`src/rtl/bypass_pkg.sv`:
```
package bypass_pkg;

  localparam int SEL_W = 2;
  localparam int NUM_STAGES = 3;   // hit bit 0: execute, 1: memory, 2: writeback

  typedef enum logic [SEL_W-1:0] {
    FWD_RF  = 2'b00,
    FWD_EX  = 2'b01,
    FWD_MEM = 2'b10,
    FWD_WB  = 2'b11
  } fwd_sel_e;

  // Youngest writer first: nearest later stage has the lowest hit index.
  function automatic fwd_sel_e pick_youngest(input logic [NUM_STAGES-1:0] hit);
    if (hit[0])      return FWD_EX;
    else if (hit[1]) return FWD_MEM;
    else if (hit[2]) return FWD_WB;
    else             return FWD_RF;
  endfunction

  // A candidate must write, target the source, and the source must be non-zero.
  function automatic logic reg_match(input logic wen, input logic [7:0] dst,
                                     input logic [7:0] src);
    return wen && (dst == src) && (src != '0);
  endfunction

endpackage

```
`src/rtl/bypass_hit.sv`:
```
module bypass_hit
  import bypass_pkg::*;
#(
  parameter int REG_AW = 5
) (
  input  logic [REG_AW-1:0]                  src,
  input  logic [NUM_STAGES-1:0]              wen,
  input  logic [NUM_STAGES-1:0][REG_AW-1:0]  dst,
  output logic [NUM_STAGES-1:0]              hit
);

  localparam int PADW = 8 - REG_AW;

  for (genvar st = 0; st < NUM_STAGES; st++) begin : g_stage
    assign hit[st] = reg_match(wen[st], {{PADW{1'b0}}, dst[st]},
                               {{PADW{1'b0}}, src});
  end

endmodule

```
`src/rtl/bypass_rank.sv`:
```
module bypass_rank
  import bypass_pkg::*;
(
  input  logic [NUM_STAGES-1:0] hit,
  input  logic                  ex_is_load,
  input  logic                  for_branch,
  output logic [SEL_W-1:0]      sel,
  output logic                  stall
);

  fwd_sel_e choice;
  logic     youngest_in_ex;

  assign choice         = pick_youngest(hit);
  assign youngest_in_ex = (choice == FWD_EX);
  assign sel            = choice;
  assign stall          = youngest_in_ex && (ex_is_load || for_branch);

  // Any hit must leave the register file path (R1/R7 relation between hit and sel).
  always_comb begin
    assert_hit_leaves_rf_R7: assert (hit == '0 || sel != FWD_RF)
      else $error("hit without forwarding select");
  end

endmodule

```
`src/rtl/bypass_select.sv`:
```
module bypass_select
  import bypass_pkg::*;
#(
  parameter int REG_AW  = 5,
  parameter int NUM_SRC = 2
) (
  input  logic [NUM_SRC-1:0][REG_AW-1:0] dec_src,
  input  logic                           dec_branch,
  input  logic                           ex_wen,
  input  logic [REG_AW-1:0]              ex_dst,
  input  logic                           ex_load,
  input  logic                           mem_wen,
  input  logic [REG_AW-1:0]              mem_dst,
  input  logic                           wb_wen,
  input  logic [REG_AW-1:0]              wb_dst,
  output logic [NUM_SRC-1:0][SEL_W-1:0]  op_sel,
  output logic                           no_fwd
);

  logic [NUM_STAGES-1:0]             stage_wen;
  logic [NUM_STAGES-1:0][REG_AW-1:0] stage_dst;
  logic [NUM_SRC-1:0]                src_stall;

  assign stage_wen = {wb_wen, mem_wen, ex_wen};
  assign stage_dst = {wb_dst, mem_dst, ex_dst};

  for (genvar s = 0; s < NUM_SRC; s++) begin : g_src
    logic [NUM_STAGES-1:0] hit;

    bypass_hit #(.REG_AW(REG_AW)) u_hit (
      .src (dec_src[s]),
      .wen (stage_wen),
      .dst (stage_dst),
      .hit (hit)
    );

    bypass_rank u_rank (
      .hit        (hit),
      .ex_is_load (ex_load),
      .for_branch (dec_branch),
      .sel        (op_sel[s]),
      .stall      (src_stall[s])
    );

    always_comb begin
      assert_zero_src_rf_R2: assert (dec_src[s] != '0 || op_sel[s] == FWD_RF)
        else $error("register 0 forwarded");
      assert_ex_sel_needs_match_R4: assert (op_sel[s] != FWD_EX ||
                                            (ex_wen && ex_dst == dec_src[s]))
        else $error("execute select without matching writer");
      assert_mem_sel_youngest_R7: assert (op_sel[s] != FWD_MEM ||
                                          (mem_wen && mem_dst == dec_src[s] &&
                                           !(ex_wen && ex_dst == dec_src[s])))
        else $error("memory select while execute matches");
      assert_wb_sel_only_R6: assert (op_sel[s] != FWD_WB ||
                                     (wb_wen && wb_dst == dec_src[s] &&
                                      !(mem_wen && mem_dst == dec_src[s])))
        else $error("writeback select while memory matches");
    end
  end

  assign no_fwd = |src_stall;

  always_comb begin
    assert_stall_has_cause_R8: assert (!no_fwd || (ex_load || dec_branch))
      else $error("stall without load or branch");
    assert_stall_from_ex_R9: assert (!no_fwd || (op_sel[0] == FWD_EX) ||
                                     (op_sel[NUM_SRC-1] == FWD_EX))
      else $error("stall while no source selects execute");
  end

endmodule

```
`config.mk`:
```
export PLATFORM = sky130hd
export DESIGN_NAME = bypass_select
export DESIGN_NICKNAME = d
export VERILOG_FILES = /design/src/rtl/bypass_pkg.sv /design/src/rtl/bypass_hit.sv /design/src/rtl/bypass_rank.sv /design/src/rtl/bypass_select.sv
export SDC_FILE = /design/constraint.sdc
export NUM_CORES = 1
export LEC_CHECK = 0
export ABC_AREA = 0
export BUFFER_PORTS_ARGS = -buffer_cell sky130_fd_sc_hd__buf_4
export CORE_AREA = 2 2 39 41
export DETAILED_ROUTE_END_ITERATION = 8
export DIE_AREA = 0 0 41 43
export PLACE_DENSITY = 0.7
export SETUP_SLACK_MARGIN = 0.1
export SLEW_MARGIN = 40
export SYNTH_ARGS = -nofsm -noshare
export SYNTH_HDL_FRONTEND = slang
export SYNTH_SLANG_ARGS = --single-unit
```
`constraint.sdc`:
```
create_clock -name vclk -period 1.38
set_clock_uncertainty 0.05 [all_clocks]
set_input_delay 0.138 -clock vclk [all_inputs]
set_output_delay 0.138 -clock vclk [all_outputs]
set_load 0.01 [all_outputs]
```
==> flow_summary.html <==
<table>
<tr><th>Metric</th><th>Value</th></tr>
<tr><th colspan="2">Timing</th></tr>
<tr><td>Max-slew violations</td><td>0</td></tr>
<tr><td>Transition time at the pin with the least slew margin</td><td>0.4024 ns</td></tr>
<tr><td>Post-layout worst setup margin</td><td>-0.1523 ns</td></tr>
<tr><td>Slew headroom</td><td>0.7296</td></tr>
<tr><td>Final setup viols</td><td>5</td></tr>
<tr><td>Final Hold Vio Count</td><td>0</td></tr>
<tr><td>Setup repair after global routing missed its margin</td><td>true</td></tr>
<tr><td>Final worst path period need</td><td>1.532 ns</td></tr>
<tr><td>Period utilization</td><td>1.110</td></tr>
<tr><td>F_max</td><td>652.6 MHz</td></tr>
<tr><th colspan="2">Synth</th></tr>
<tr><td>Share of synthesized cell area in and, or, nand and nor gates</td><td>0.2941</td></tr>
<tr><td>Cell area after synthesis</td><td>446.7 sq um</td></tr>
<tr><td>Post-synthesis xor/xnor area fraction</td><td>0.5882</td></tr>
<tr><td>Sequential fraction of the synthesis area</td><td>0</td></tr>
<tr><td>Number of synthesis warnings</td><td>0</td></tr>
<tr><td>Number of distinct library cell variants in the gate-level netlist after synthesis</td><td>15</td></tr>
<tr><td>Multiplexer share of the synthesized area</td><td>0</td></tr>
<tr><td>Adder and majority cell fraction of the synthesized area</td><td>0</td></tr>
<tr><td>Post-synth net total</td><td>85</td></tr>
<tr><td>Dominant combinational cell family by area after synthesis</td><td>XOR/XNOR gates</td></tr>
<tr><td>Number of standard cells after synthesis</td><td>55</td></tr>
<tr><td>Mapped Avg Cell Area</td><td>8.121 sq um</td></tr>
<tr><td>Compound-gate portion of the synthesized area</td><td>0.1176</td></tr>
<tr><th colspan="2">Critical path</th></tr>
<tr><td>CP endpoint kind</td><td>output pin</td></tr>
<tr><td>Kind of launch point of the worst setup path</td><td>input pin</td></tr>
<tr><td>Data arrival time of the critical path</td><td>1.34 ns</td></tr>
<tr><td>Data required, critical path</td><td>1.19 ns</td></tr>
<tr><td>Max FO, Critical Path</td><td>4</td></tr>
<tr><td>Worst Path Class, Setup</td><td>in -&gt; out</td></tr>
<tr><th colspan="2">Final layout</th></tr>
<tr><td>Clkbuf count</td><td>0</td></tr>
<tr><td>Multi-input gate area</td><td>546.8 sq um</td></tr>
<tr><td>Fillers</td><td>119</td></tr>
<tr><td>Post-layout net count</td><td>134</td></tr>
<tr><td>Post-Layout Cell Count</td><td>118</td></tr>
<tr><td>Number of sequential storage elements</td><td>0</td></tr>
<tr><td>Layout cell share with drive strength beyond 1</td><td>0.6471</td></tr>
<tr><td>Most common library cell in the layout ignoring fill and taps</td><td>sky130_fd_sc_hd__buf_4</td></tr>
<tr><td>Antenna cell count</td><td>0</td></tr>
<tr><td>Sequential cell area</td><td>0 sq um</td></tr>
<tr><td>Area growth from synthesis to final layout</td><td>112.6%</td></tr>
<tr><td>Final core utilization</td><td>0.6863</td></tr>
<tr><td>Highest-count cells in the layout ignoring fill and taps</td><td>41 x sky130_fd_sc_hd__buf_4, 15 x sky130_fd_sc_hd__xnor2_1, 8 x sky130_fd_sc_hd__xor2_1</td></tr>
<tr><th colspan="2">Global routing</th></tr>
<tr><td>Overflow left after global routing</td><td>0</td></tr>
<tr><td>Total global-route track usage</td><td>0.2040</td></tr>
<tr><td>Number of antenna violations at the first check in global routing</td><td>0</td></tr>
<tr><td>Pin count of the biggest net entering global routing</td><td>5</td></tr>
<tr><td>Number of global-route vias before repair</td><td>605</td></tr>
<tr><td>Wire length of the first global-routing pass</td><td>2608 microns</td></tr>
<tr><th colspan="2">Detailed routing</th></tr>
<tr><td>First-pass iteration count of the detailed router</td><td>3</td></tr>
<tr><td>Via Count</td><td>590</td></tr>
<tr><td>Routed Antenna Nets</td><td>0</td></tr>
<tr><td>Routed wirelength normalized by instance count</td><td>13.36 microns</td></tr>
<tr><td>Total wire length</td><td>1577 microns</td></tr>
<tr><td>DR iter-0 viols</td><td>8</td></tr>
<tr><td>Remaining DRCs</td><td>0</td></tr>
<tr><td>Avg Vias per Cell</td><td>5.000</td></tr>
<tr><th colspan="2">Placed design</th></tr>
<tr><td>Final weighted congestion in routability-driven placement</td><td>0.7068</td></tr>
<tr><td># port buffers</td><td>35</td></tr>
<tr><td>Total instance count after detailed placement</td><td>116</td></tr>
<tr><th colspan="2">Hold path</th></tr>
<tr><td>Hold Path Sink</td><td>no_fwd</td></tr>
<tr><td>Hold Startpoint</td><td>ex_load</td></tr>
<tr><td>Worst hold stages</td><td>3</td></tr>
<tr><td>Class of the tightest hold or removal check</td><td>in -&gt; out</td></tr>
<tr><th colspan="2">Job</th></tr>
<tr><td>Max capacitance violation total</td><td>0</td></tr>
<tr><th colspan="2">Power</th></tr>
<tr><td>Leakage dissipation</td><td>0.0004075 uW</td></tr>
<tr><td>Peak VDD IR</td><td>0.1225 mV</td></tr>
<tr><td>Ratio of total power to cell area</td><td>296.4 nW/um^2</td></tr>
<tr><th colspan="2">Clock network</th></tr>
<tr><td>Number of buffers inserted by hold repair at cts</td><td>0</td></tr>
<tr><th colspan="2">Floorplanning</th></tr>
<tr><td>Cell row count</td><td>14</td></tr>
<tr><td>Initial Utilization</td><td>0.3228</td></tr>
<tr><td>Core box area</td><td>1384 sq um</td></tr>
<tr><td>Width of the die</td><td>41 microns</td></tr>
<tr><td>Height of the die</td><td>43 microns</td></tr>
<tr><td>Count of boundary I/O pins</td><td>35</td></tr>
<tr><td>Die ar.</td><td>1763 sq um</td></tr>
<tr><th colspan="2">Outcome</th></tr>
<tr><td>Status</td><td>finished, violations left</td></tr>
<tr><td>Violations in the final reports</td><td>negative setup slack</td></tr>
</table>
per-layer routing:
layer / global-route usage / up-vias / routed length, microns / share of wire
li1: - / 294 / - / -
met1: 0.2508 / 264 / 620 / 0.39
met2: 0.3531 / 26 / 803 / 0.51
met3: 0.01571 / 6 / 104 / 0.066
met4: 0.06000 / 0 / 48 / 0.030
met5: 0 / - / 0 / 0
kinds of logic after synthesis:
logic type	Yosys count
XOR/XNOR	30
AO/OA/AOI/OAI	5
AND/OR/NAND/NOR	20
cell usage after synthesis (all sizes together):
library cell	count	area, sq um
xnor2	22	192.7
or4	4	37.53
nand2	2	7.510
xor2	8	70.07
a21oi	2	17.52
or3	2	13.77
nor3	2	10.01
o21bai	2	26.28
nor4	2	12.51
nor2	2	12.51
nand4	6	37.54
o22a	1	8.760
worst max-delay path, cell delays in order:
cell and delay (ns):
sky130_fd_sc_hd__buf_8 0.10, sky130_fd_sc_hd__or4_4 0.54, sky130_fd_sc_hd__nor2_4 0.18, sky130_fd_sc_hd__nor4_4 0.08, sky130_fd_sc_hd__o21bai_4 0.18, sky130_fd_sc_hd__buf_6 0.13
cell type report:
cell class / instances / share of cell area
multi-input combinational: 55 / 0.5758
tap: 16 / 0.02108
timing repair buffer: 47 / 0.4032
per-stage QoR:
stage | TNS, ns | total power (uW) | hold slack (ns) | area, sq um | setup slack [ns]
after floorplan | 0 | 102.9 | 0.3791 | 485.5 | 0.09084
after global placement | -0.7300 | 240.5 | 0.5328 | 843.3 | -0.1735
after detailed placement | -0.7687 | 246.8 | 0.5284 | 843.3 | -0.1745
after CTS | -0.5774 | 262.4 | 0.5337 | 892.1 | -0.1270
after global routing | -0.8341 | 304.1 | 0.5408 | 949.7 | -0.1721
final | -0.6497 | 281.5 | 0.5362 | 949.7 | -0.1523
repair_timing:
item                                    4_1_cts  5_1_grt
gates resized for setup                       8        8
gates cloned                                  0        0
setup buffers                                 1        1
pin swaps                                     7        5
endpoints found under the setup margin        5        5
worst max path at each step:
stage | cells past startpoint | to | from | slack [ns]
after global routing | 6 | op_sel[0] | dec_src[4] | -0.17
after detailed placement | 6 | no_fwd | dec_src[1] | -0.17
after CTS | 6 | op_sel[0] | dec_src[4] | -0.13
after global placement | 6 | no_fwd | dec_src[1] | -0.17
after floorplan | 4 | no_fwd | dec_src[1] | 0.09
final | 6 | op_sel[0] | dec_src[4] | -0.15
power breakdown:
| group | total (uW) | internal [uW] | switching (uW) |
|---|---|---|---|
| logic | 282 | 168 | 114 |
| clock network | 0 | 0 | 0 |
| registers | 0 | 0 | 0 |
Note: power is estimated with default switching activity, not from simulation.
